==> config.mk <==
export PLATFORM = sky130hd
export DESIGN_NAME = rts_flow_ctrl
export DESIGN_NICKNAME = d
export VERILOG_FILES = /design/src/rtl/rts_pkg.sv /design/src/rtl/rts_level_decode.sv /design/src/rtl/rts_hyst_reg.sv /design/src/rtl/rts_irq_reg.sv /design/src/rtl/rts_flow_ctrl.sv
export SDC_FILE = /design/constraint.sdc
export NUM_CORES = 1
export LEC_CHECK = 0
export BUFFER_PORTS_ARGS = -buffer_cell sky130_fd_sc_hd__clkbuf_2
export CAP_MARGIN = 20
export CORE_AREA = 2 2 39 41
export CTS_CLUSTER_DIAMETER = 100
export CTS_CLUSTER_SIZE = 8
export DETAILED_ROUTE_END_ITERATION = 10
export DIE_AREA = 0 0 41 43
export PLACE_DENSITY_LB_ADDON = 0.2
export SLEW_MARGIN = 20
export SYNTH_ARGS = -nofsm -noshare
export SYNTH_HDL_FRONTEND = slang
export SYNTH_SLANG_ARGS = --single-unit
==> constraint.sdc <==
create_clock -name clk -period 3.9 [get_ports clk]
set_input_delay 0.78 -clock clk [delete_from_list [all_inputs] [get_ports clk]]
set_output_delay 0.78 -clock clk [all_outputs]
set_load 0.01 [all_outputs]
==> src/rtl/rts_pkg.sv <==
package rts_pkg;

  typedef enum logic [1:0] {
    TRIG_MIN  = 2'd0,
    TRIG_QTR  = 2'd1,
    TRIG_HALF = 2'd2,
    TRIG_NEAR = 2'd3
  } trig_code_t;

  // Selected trigger level in entries.
  function automatic int unsigned trig_level(input logic [1:0] code, input int unsigned depth);
    case (code)
      2'd0:    return 1;
      2'd1:    return depth / 4;
      2'd2:    return depth / 2;
      default: return depth - 2;
    endcase
  endfunction

  // Level one step above the selected one; the top code saturates at full.
  function automatic int unsigned upper_level(input logic [1:0] code, input int unsigned depth);
    if (code == 2'd3) return depth;
    return trig_level(code + 2'd1, depth);
  endfunction

  // Level one step beneath the selected one; the bottom code bottoms at 0.
  function automatic int unsigned lower_level(input logic [1:0] code, input int unsigned depth);
    if (code == 2'd0) return 0;
    return trig_level(code - 2'd1, depth);
  endfunction

endpackage

==> src/rtl/rts_level_decode.sv <==
module rts_level_decode
  import rts_pkg::*;
#(
  parameter int unsigned DEPTH = 16,
  localparam int unsigned CW = $clog2(DEPTH + 1)
) (
  input  logic          clk,
  input  logic          rst_n,
  input  logic [CW-1:0] fill,
  input  logic [1:0]    trig_sel,
  output logic          at_trig,
  output logic          hit_upper,
  output logic          below_lower
);

  localparam int unsigned NCODE = 4;

  logic [CW-1:0] lvl_tab [NCODE];
  logic [CW-1:0] up_tab  [NCODE];
  logic [CW-1:0] lo_tab  [NCODE];

  for (genvar g = 0; g < NCODE; g++) begin : g_tab
    assign lvl_tab[g] = CW'(trig_level(2'(g), DEPTH));
    assign up_tab[g]  = CW'(upper_level(2'(g), DEPTH));
    assign lo_tab[g]  = CW'(lower_level(2'(g), DEPTH));
  end

  logic [CW-1:0] cur_lvl, cur_up, cur_lo;

  always_comb begin
    cur_lvl = lvl_tab[trig_sel];
    cur_up  = up_tab[trig_sel];
    cur_lo  = lo_tab[trig_sel];
  end

  assign at_trig     = (fill >= cur_lvl);
  assign hit_upper   = (fill >= cur_up);
  // A zero lower level means reassert only once the FIFO is empty.
  assign below_lower = (cur_lo == '0) ? (fill == '0) : (fill < cur_lo);

  // the band is strictly ordered around the selected level.
  assert_band_order_R2: assert property (@(posedge clk) disable iff (!rst_n)
    (cur_lo < cur_lvl) && (cur_lvl < cur_up));

  // vs R4: the release and reassert conditions never both hold.
  assert_no_overlap_R5: assert property (@(posedge clk) disable iff (!rst_n)
    !(hit_upper && below_lower));

endmodule

==> src/rtl/rts_hyst_reg.sv <==
module rts_hyst_reg (
  input  logic clk,
  input  logic rst_n,
  input  logic auto_en,
  input  logic sw_rts,
  input  logic hit_upper,
  input  logic below_lower,
  output logic rts_n
);

  always_ff @(posedge clk) begin
    if (!rst_n)            rts_n <= 1'b1;
    else if (!auto_en)     rts_n <= ~sw_rts;
    else if (hit_upper)    rts_n <= 1'b1;
    else if (below_lower)  rts_n <= 1'b0;
  end

  assert_release_R4: assert property (@(posedge clk) disable iff (!rst_n)
    (auto_en && hit_upper) |=> rts_n);

  assert_reassert_R5: assert property (@(posedge clk) disable iff (!rst_n)
    (auto_en && below_lower) |=> !rts_n);

  assert_hold_band_R6: assert property (@(posedge clk) disable iff (!rst_n)
    (auto_en && !hit_upper && !below_lower) |=> $stable(rts_n));

  assert_sw_mirror_R7: assert property (@(posedge clk) disable iff (!rst_n)
    !auto_en |=> (rts_n == !$past(sw_rts)));

endmodule

==> src/rtl/rts_irq_reg.sv <==
module rts_irq_reg (
  input  logic clk,
  input  logic rst_n,
  input  logic at_trig,
  output logic thr_irq
);

  always_ff @(posedge clk) begin
    if (!rst_n) thr_irq <= 1'b0;
    else        thr_irq <= at_trig;
  end

  assert_irq_rise_R3: assert property (@(posedge clk) disable iff (!rst_n)
    at_trig |=> thr_irq);

  assert_irq_fall_R3: assert property (@(posedge clk) disable iff (!rst_n)
    !at_trig |=> !thr_irq);

endmodule

==> src/rtl/rts_flow_ctrl.sv <==
module rts_flow_ctrl #(
  parameter int unsigned DEPTH = 16,
  localparam int unsigned CW = $clog2(DEPTH + 1)
) (
  input  logic          clk,
  input  logic          rst_n,
  input  logic [CW-1:0] fill,
  input  logic [1:0]    trig_sel,
  input  logic          auto_en,
  input  logic          sw_rts,
  output logic          rts_n,
  output logic          thr_irq
);

  logic at_trig, hit_upper, below_lower;

  rts_level_decode #(.DEPTH(DEPTH)) u_decode (
    .clk         (clk),
    .rst_n       (rst_n),
    .fill        (fill),
    .trig_sel    (trig_sel),
    .at_trig     (at_trig),
    .hit_upper   (hit_upper),
    .below_lower (below_lower)
  );

  rts_hyst_reg u_hyst (
    .clk         (clk),
    .rst_n       (rst_n),
    .auto_en     (auto_en),
    .sw_rts      (sw_rts),
    .hit_upper   (hit_upper),
    .below_lower (below_lower),
    .rts_n       (rts_n)
  );

  rts_irq_reg u_irq (
    .clk     (clk),
    .rst_n   (rst_n),
    .at_trig (at_trig),
    .thr_irq (thr_irq)
  );

  // in automatic mode a software bit change alone never moves the line.
  assert_sw_ignored_R8: assert property (@(posedge clk) disable iff (!rst_n)
    (auto_en && $stable(fill) && $stable(trig_sel) && !hit_upper && !below_lower)
      |=> $stable(rts_n));

  // R4 (top-level view): a full FIFO always releases the line in automatic mode.
  assert_full_release_R4: assert property (@(posedge clk) disable iff (!rst_n)
    (auto_en && fill == CW'(DEPTH)) |=> rts_n);

endmodule

# Yosys cells after proc, flatten, opt, wreduce, memory -nomap -nowiden
# Index checks and enable logic that the tools add are counted.
[classes] order_cmp=4 eq_ne=1 n_mux=13 n_bitwise=2 reduce_logical=2
[ops] op="binary-select mux 5 bit (select 2 bit)" n=3
[ops] op="2-to-1 mux 5 bit" n=6
[ops] op=">= comparator 5 bit" n=2
[ops] op="zero test 5 bit" n=2
[ops] op="less-than comparator 5 bit" n=1
[ops] op="2-to-1 mux 1 bit" n=4
[ops] op=">= comparator 3 bit (second input constant)" n=1
[ops] op="inequality test 3 x 1 -> 1 bit (second input constant)" n=1
[ops] op="NOT 2 -> 3 bit" n=1
[ops] op="NOT 1 bit" n=1
[word_totals] reg_bits=2 input_bits=11 out_inout_bits=2 elab_cells=24

# Logic depth before layout (Yosys ltp)
# Gate-level depths: netlist of run 1.
[logic_depth] word_depth=9 ltp_mapped=8 depth_no_buf=8

# Cells and area by module
# Synthesis of run 1 repeated with hierarchy kept, for this count alone.
[hier_totals] cells_unflattened=47 hier_area_um2=394.1
[by_module_without_submodules] module="rts_level_decode" instances=1 cells_per_inst=40 area_per_inst_um2=310.3
[by_module_without_submodules] module="rts_hyst_reg" instances=1 cells_per_inst=5 area_per_inst_um2=57.6
[by_module_without_submodules] module="rts_irq_reg" instances=1 cells_per_inst=2 area_per_inst_um2=26.3

# Worst setup path after synthesis of run 1
# No wires, ideal clock.
[synth_timing] path_type="input -> register" from="input port trig_sel[0]" to="register u_hyst.rts_n" setup_time_ps=128 arrival_ps=1835 required_ps=3772 setup_slack_ps=1937 path_stages=8 cell_sequence="inv_1 ha_1 inv_1 ha_1 a21oi_1 o21ai_0 a21oi_1 a32oi_2"
[synth_between] elab_chain_cells=7 word_cells_on_any_way=14 classes_between="2 x order compare; 1 x eq/ne; 9 x mux; 1 x bitwise; 1 x reduce/logical"
[synth_lines] element="start: declaration" line="rts_flow_ctrl.sv:8" rtl="input logic [1:0] trig_sel,"
[synth_lines] element="NOT 2 -> 3 bit (implied by the code) *" line="rts_level_decode.sv:32, rts_level_decode.sv:33"
[synth_lines] element="binary-select mux 5 bit (select 2 bit) (on tied branches)" line="rts_level_decode.sv:33, rts_level_decode.sv:32"
[synth_lines] element="2-to-1 mux 5 bit (on tied branches) (2 in a row)" line="rts_level_decode.sv:33, rts_level_decode.sv:32"
[synth_lines] element="less-than comparator 5 bit (tied with other cells)" line="rts_level_decode.sv:39" rtl="assign below_lower = (cur_lo == '0) ? (fill == '0) : (fill < cur_lo);"
[synth_lines] element="2-to-1 mux 1 bit (on tied branches)" line="rts_level_decode.sv:39, rts_hyst_reg.sv:14"
[synth_lines] element="inequality test 3 x 1 -> 1 bit (no source line) / 2-to-1 mux 1 bit (equally long branches)"
[synth_lines] element="end signal: assignment" line="rts_hyst_reg.sv:13" rtl="else if (!auto_en) rts_n <= ~sw_rts;"
[synth_lines] element="end: declaration" line="rts_hyst_reg.sv:8" rtl="output logic rts_n"
# Every way passes the cells marked *; elsewhere a longest branch is shown, timed or not. The select of a mux whose other input is x is not followed.
# A chain may end at the register's enable or synchronous reset.

# Worst setup path after layout of run 1
# Same ends and word-level chain as after synthesis.

==> results of run 1 <==
## power groups by stage
stage / Clock, mW / Combinational, mW / Sequential, mW
after global placement: 0 / 0.0393 / 0.0230
after detailed placement: 0 / 0.0397 / 0.0230
after CTS: 0.0490 / 0.0399 / 0.0227
after floorplan: 0 / 0.0237 / 0.0238
final: 0.0457 / 0.0390 / 0.0227
after global routing: 0.0502 / 0.0464 / 0.0230
## cell type report
cell class,count,area share [%]
multi-input cells,38,65.6
well taps,16,4.08
flip-flops and latches,2,8.16
clock buffers,3,4.59
repair buffers,12,12.2
inverters,7,5.36
## cell usage after synthesis, drive strengths merged
| cell | number |
|---|---|
| nor3 | 1 |
| nand3b | 1 |
| nor2b | 1 |
| nand2b | 1 |
| a21oi | 4 |
| xnor2 | 1 |
| dfxtp | 2 |
| nand2 | 4 |
| ha | 14 |
| a32oi | 1 |
| nor4b | 1 |
| inv | 7 |
| nor2 | 3 |
| o21ai | 3 |
| a21boi | 2 |
| o211ai | 1 |
## through the flow
step	util [%]	hold WS, ps
final	35.4	514
after global routing	35.4	545
after CTS	35.4	519
after detailed placement	33.8	515
after global placement	33.8	510
after floorplan	-	520
## critical path, delay by kind of cell
family                   cells  cell delay [ps]
buffers and inverters        3              240
AO/OA/AOI/OAI                4              500
adder cells (fa/ha/maj)      2              570
## state kept, by name, indices dropped and copies added, names as in the netlist
signal / flops
u_hyst.rts_n: 1
u_irq.thr_irq: 1
## cells in the final DEF (no fill, tap or decap), types with 2 or more instances in the layout
cell and count:
a21oi_1 3, clkbuf_2 12, o21ai_1 2, nand2_1 4, dfxtp_1 2, ha_1 14, nor2_1 3, clkbuf_4 3
inv_1 6
## final timing paths
path                                           startpoint                   endpoint  slack, ps  depth (start not counted)
worst min register to register  u_hyst.rts_n$_SDFFE_PN1P_  u_hyst.rts_n$_SDFFE_PN1P_        510                          2
worst max-delay path                          trig_sel[0]  u_hyst.rts_n$_SDFFE_PN1P_       1930                          9
worst max register to register  u_hyst.rts_n$_SDFFE_PN1P_  u_hyst.rts_n$_SDFFE_PN1P_       3240                          2
worst min-delay path            u_hyst.rts_n$_SDFFE_PN1P_  u_hyst.rts_n$_SDFFE_PN1P_        510                          2
## metal layers
| layer | GRT usage, % | routed length [um] | vias up |
|---|---|---|---|
| met4 | 8.00 | 0 | 0 |
| met5 | 0 | 0 | - |
| met3 | 0 | 40 | 0 |
| li1 | - | - | 194 |
| met2 | 16.9 | 351 | 9 |
| met1 | 12.3 | 361 | 144 |
## cell families after synthesis
| group | share of synthesized area (%) |
|---|---|
| AO/OA/AOI/OAI | 20.0 |
| XOR/XNOR | 2.26 |
| adder cells (fa/ha/maj) | 45.2 |
| buffers and inverters | 6.77 |
| flip-flops | 10.3 |
| AND/OR/NAND/NOR | 15.5 |
==> summary.md, run 1 <==
| Metric | Value |
|---|---|
| Clock slew at reported path FFs | 30 ps |
| Cts bufs inserted | 3 |
| Comb power frac | 36.3% |
| CTS tree | built |
| Seq. cell area | 40.0 sq um |
| Post CTS Setup Buffer Count | 0 |
| Sw Pwr | 0.0331 mW |
| CP max FO | 4 |
| Reg power frac | 21.2% |
| Critical-path cell list | clkbuf_2 -> inv_1 -> ha_1 -> inv_1 -> ha_1 -> a21oi_1 -> o21ai_0 -> a21oi_1 -> a32oi_2 |
| Worst vdd ir | 46.0 uV |
| Max Slew Vio Count | 0 |
| Worst setup margin | 1930 ps |
| Total design power | 0.107 mW |
| Max Cap Viol | 0 |
| 1st-iter DRT viols | 1 |
| Die width | 41 um |
| FILL cells | 157 |
| Die Ht | 43 um |
| Post_cts resized | 0 |
| Ports | 13 |
| Final Cell Area | 490 sq um |
| Switching share of power | 30.8% |
| Clock Skews | 0 ps |
| Setup violations, final | 0 |
| TNS Setup | 0 ps |
| Worst min-delay path class | reg2reg |
| Final #Nets | 89 |
| Mapped Cells | 47 |
| Die footprint | 1760 sq um |
| Synth Warn # | 0 |
| Synth top area share | 45.2% |
| Vias per cell | 4.45 |
| Place WS | 1690 ps |
| Post-Synthesis Net Count | 72 |
| Initial antenna violation count | 0 |
| CTS Sinks | 2 |
| F_max | 506 MHz |
| Post-DR wirelength/cell | 9.65 um |
| Congestion Overflow GR | 0 |
| Root Buffer Master | clkbuf_4 |
| Tot GR Track Use | 10.5% |
| Final WL | 753 um |
| DR vias | 347 |
| Gpl congestion | 0.733 |
| Seq cells post-synth | 2 |
| Number of port buffers | 12 |
| First drt pass iteration count | 2 |
| Worst skew pair latency | 220 ps |
| P_leak | 0.265 nW |
| WP data required | 4000 ps |
| Area occupied by multi-input gates | 322 sq um |
| CP endpoint kind | flip-flop |
| PD cells | 219 nW/um^2 |
| Int Pwr | 0.0744 mW |
| Minimum clock period | 1970 ps |
| ANT cells | 0 |
| Area of the core | 1380 sq um |
| Final hold vios | 0 |
| Vias in the first global route | 331 |
| Largest net degree at the start of global routing | 6 |
| Seq/Total Area, Yosys | 10.3% |
| Clock Tree Buf Depth | 2 |
| Crit Path Category | in2reg |
| Critical path's slowest cell | ha_1 |
| Slowest Stage Delay on Critical Path | 290 ps |
| Area Growth Syn to Fin | 26.5% |
| RSZ-0062 raised after global routing | no |
| Remaining DRCs | 0 |
| Clk network pwr share | 42.6% |
| Worst slew pin tran | 253 ps |
| Yosys cell types | 20 |
| H-tree depth | 1 |
| Yosys top cell by area | ha_1 |
| Slew margin rel. | 82.9% |
| Synth area leaders | ha_1, dfxtp_1, inv_1 |
| Finished Layout Cells | 78 |
| Avg Cell Area, Syn | 8.25 sq um |
| First-pass GRT wire length | 1260 um |
| Area post-placement | 468 sq um |
| Initial Util | 28.0% |
| Inst Count DP | 75 |
| Routed Antenna Nets | 0 |
| Cell row count | 14 |
| Mapped Area | 388 sq um |
| Status | finished clean |
| WP data arrival | 2070 ps |
| Final worst-path cycle share | 50.6% |
| CP startpoint kind | input port |
| Hold Buf Count CTS | 0 |
| Fraction of layout cells with a size suffix above 1 | 29.0% |
| Post-DP HPWL | 659 um |
(Power assumes the default switching activity.)
==> inputs of run 2 (changes only) <==
--- a/config.mk
+++ b/config.mk
@@ -5,6 +5,7 @@
 export SDC_FILE = /design/constraint.sdc
 export NUM_CORES = 1
 export LEC_CHECK = 0
+export ABC_AREA = 1
 export BUFFER_PORTS_ARGS = -buffer_cell sky130_fd_sc_hd__clkbuf_2
 export CAP_MARGIN = 20
 export CORE_AREA = 2 2 39 41
==> constraint.sdc (replaced) <==
create_clock -name clk -period 2 [get_ports clk]
set_input_delay 0.4 -clock clk [delete_from_list [all_inputs] [get_ports clk]]
set_output_delay 0.4 -clock clk [all_outputs]
set_load 0.01 [all_outputs]
==> summary.md, run 2 <==
| Metric | Value |
|---|---|
| Crit Path Category | in2reg |
| Clock Tree Buf Depth | 2 |
| Seq cells post-synth | 2 |
| RSZ-0062 raised after global routing | no |
| Sw Pwr | 0.0656 mW |
| Remaining DRCs | 0 |
| Final #Nets | 105 |
| First drt pass iteration count | 4 |
| Clock slew at reported path FFs | 30 ps |
| Count leader, synth | nand2_1 |
| WP data required | 2100 ps |
| WP data arrival | 1640 ps |
| Worst Setup SP | trig_sel[0] |
| Post-Synthesis Net Count | 88 |
| Int Pwr | 0.143 mW |
| PD cells | 409 nW/um^2 |
| CP endpoint kind | flip-flop |
| Slew margin rel. | 89.3% |
| Comb power frac | 36.5% |
| Vias in the first global route | 364 |
| FF-to-FF setup slack | 1230 ps |
| CP max FO | 4 |
| Clock Skews | 0 ps |
| Clk network pwr share | 42.3% |
| Most common cell after layout, fill and taps aside | nand2_1 |
| Gpl congestion | 0.772 |
| Die Ht | 43 um |
| Worst vdd ir | 122 uV |
| Switching share of power | 31.4% |
| 1st-iter DRT viols | 4 |
| WL met3 | 39 um |
| Minimum clock period | 1540 ps |
| DR vias | 387 |
| Hold Buf Count CTS | 0 |
| Yosys cell types | 13 |
| Post-layout util | 36.9% |
| Largest net degree at the start of global routing | 5 |
| Fraction of layout cells with a size suffix above 1 | 19.2% |
| Reg power frac | 21.2% |
| Worst min-delay path class | in2reg |
| Die width | 41 um |
| Avg Cell Area, Syn | 6.47 sq um |
| Initial antenna violation count | 0 |
| CTS Sinks | 2 |
| Setup violations, final | 0 |
| Fin Hold WS | 343 ps |
| Synth Warn # | 0 |
| Yosys top cell by area | ha_1 |
| Max Slew Vio Count | 0 |
| Post-synth top cells | nand2_1, ha_1, inv_1 |
| Most frequent cells in the layout | nand2_1, ha_1, inv_1, clkbuf_2, nor2_1 |
| Largest registers | u_hyst.rts_n x1, u_irq.thr_irq x1 |
| Mapped Cells | 63 |
| Top cell family by delay on the critical path | adder cells |
| F_max | 649 MHz |
| Die footprint | 1760 sq um |
| Post-DP HPWL | 665 um |
| CP bufs+invs | 3 |
| CTS tree | built |
| ANT cells | 0 |
| Vias per cell | 4.12 |
| Main synth FF type | dfxtp_1 |
| WL met1 | 377 um |
| R2r endpoint | u_hyst.rts_n$_SDFFE_PN1P_ |
| FF-to-FF Start | u_hyst.rts_n$_SDFFE_PN1P_ |
| Area of the core | 1380 sq um |
| Post-synth ARST share | 0% |
| Crit path to | u_irq.thr_irq$_SDFF_PN0_ |
| Met2 wire length | 339 um |
| Cell row count | 14 |
| Final hold vios | 0 |
| FILL cells | 163 |
| Seq/Total Area, Yosys | 9.82% |
| Post_cts resized | 0 |
| Final worst-path cycle share | 77.1% |
| Critical path's slowest cell | ha_1 |
| Area occupied by multi-input gates | 319 sq um |
| Post CTS Setup Buffer Count | 0 |
| Worst skew pair latency | 220 ps |
| Post-DR wirelength/cell | 8.04 um |
| P_leak | 0.324 nW |
| TNS Setup | 0 ps |
| Synth top area share | 42.9% |
| Number of port buffers | 12 |
| Area Growth Syn to Fin | 25.2% |
| Cts bufs inserted | 3 |
| Final WL | 756 um |
| Status | finished clean |
| Ports | 13 |
| Seq. cell area | 40.0 sq um |
| Routed Antenna Nets | 0 |
| Number of flops mapped to enable cells by yosys | 0 |
| WP depth | 10 |
| First-pass GRT wire length | 1350 um |
| Hold path depth | 2 |
| Root Buffer Master | clkbuf_4 |
| Synth area leaders | ha_1, nand2_1, inv_1 |
| Tot GR Track Use | 11.0% |
| Congestion Overflow GR | 0 |
| Initial Util | 29.5% |
| H-tree depth | 1 |
| Mapped Area | 408 sq um |
| Top sig layer | met3 |
| Critical-path cell list | clkbuf_2 -> inv_1 -> ha_1 -> ha_1 -> inv_1 -> nand2_1 -> a21oi_1 -> nor2_1 -> o21ai_0 -> a21boi_0 |
| R2R depth | 5 |
| Slowest Stage Delay on Critical Path | 280 ps |
| Worst slew pin tran | 159 ps |
| CP startpoint kind | input port |
| Max Cap Viol | 0 |
## run 2: changes by cell type after synthesis, sizes merged, moves of 2 or more
cell | previous run | this run
inv | 7 | 13
nand2 | 4 | 20
a21oi | 4 | 1
o21ai | 3 | 1
nor2 | 3 | 6
## run 2: worst register-to-register path, stage by stage, from the launching register on
cell     delay, ps
dfxtp_1        300
and2_1         150
nand2_1         60
nand3_1         60
nand2_1         60
nand2_1         40
## run 2: cells by family (layout without fill, tap and decap cells)
| logic type | count (synthesis) | count (layout) | share of synthesized area (%) |
|---|---|---|---|
| AND/OR/NAND/NOR | 31 | 31 | 31.0 |
| adder cells (fa/ha/maj) | 14 | 14 | 42.9 |
| buffers and inverters | 13 | 28 | 12.0 |
| AO/OA/AOI/OAI | 3 | 3 | 4.29 |
| flip-flops | 2 | 2 | 9.82 |
## run 2: how the worst min path moves through the flow
stage          start                        end  slack (ps)
5_1_grt        rst_n  u_hyst.rts_n$_SDFFE_PN1P_         350
2_1_floorplan  rst_n  u_hyst.rts_n$_SDFFE_PN1P_         470
6_report       rst_n  u_hyst.rts_n$_SDFFE_PN1P_         340
3_5_place_dp   rst_n  u_hyst.rts_n$_SDFFE_PN1P_         570
4_1_cts        rst_n  u_hyst.rts_n$_SDFFE_PN1P_         340
3_3_place_gp   rst_n  u_hyst.rts_n$_SDFFE_PN1P_         580
## run 2: power groups by stage
| stage | Sequential, mW | Combinational, mW | Clock [mW] |
|---|---|---|---|
| detailed placement | 0.0448 | 0.0765 | 0 |
| floorplan | 0.0462 | 0.0481 | 0 |
| CTS | 0.0443 | 0.0773 | 0.0911 |
| global placement | 0.0447 | 0.0765 | 0 |
| global route | 0.0444 | 0.0935 | 0.0949 |
| finish | 0.0442 | 0.0762 | 0.0883 |
## run 2: per-layer routing
| metal | global-route usage, % | vias up |
|---|---|---|
| li1 | - | 223 |
| met1 | 15.0 | 152 |
| met2 | 15.9 | 12 |
| met3 | 1.57 | 0 |
| met4 | 6.00 | 0 |
| met5 | 0 | - |
## run 2: layout make-up
| class | count | share of cell area [%] |
|---|---|---|
| clock buffer | 3 | 4.41 |
| inverter | 13 | 9.56 |
| multi-input combinational | 48 | 62.5 |
| sequential | 2 | 7.84 |
| tap | 16 | 3.92 |
| timing repair buffer | 12 | 11.8 |
## run 2: stage by stage
step                instances  total power [mW]  area [sq um]  setup WS (ps)
floorplan                  63            0.0943           408            490
global placement           91             0.121           488            247
detailed placement         91             0.121           488            224
CTS                        94             0.213           510            454
global route               94             0.233           510            302
finish                     94             0.209           510            459
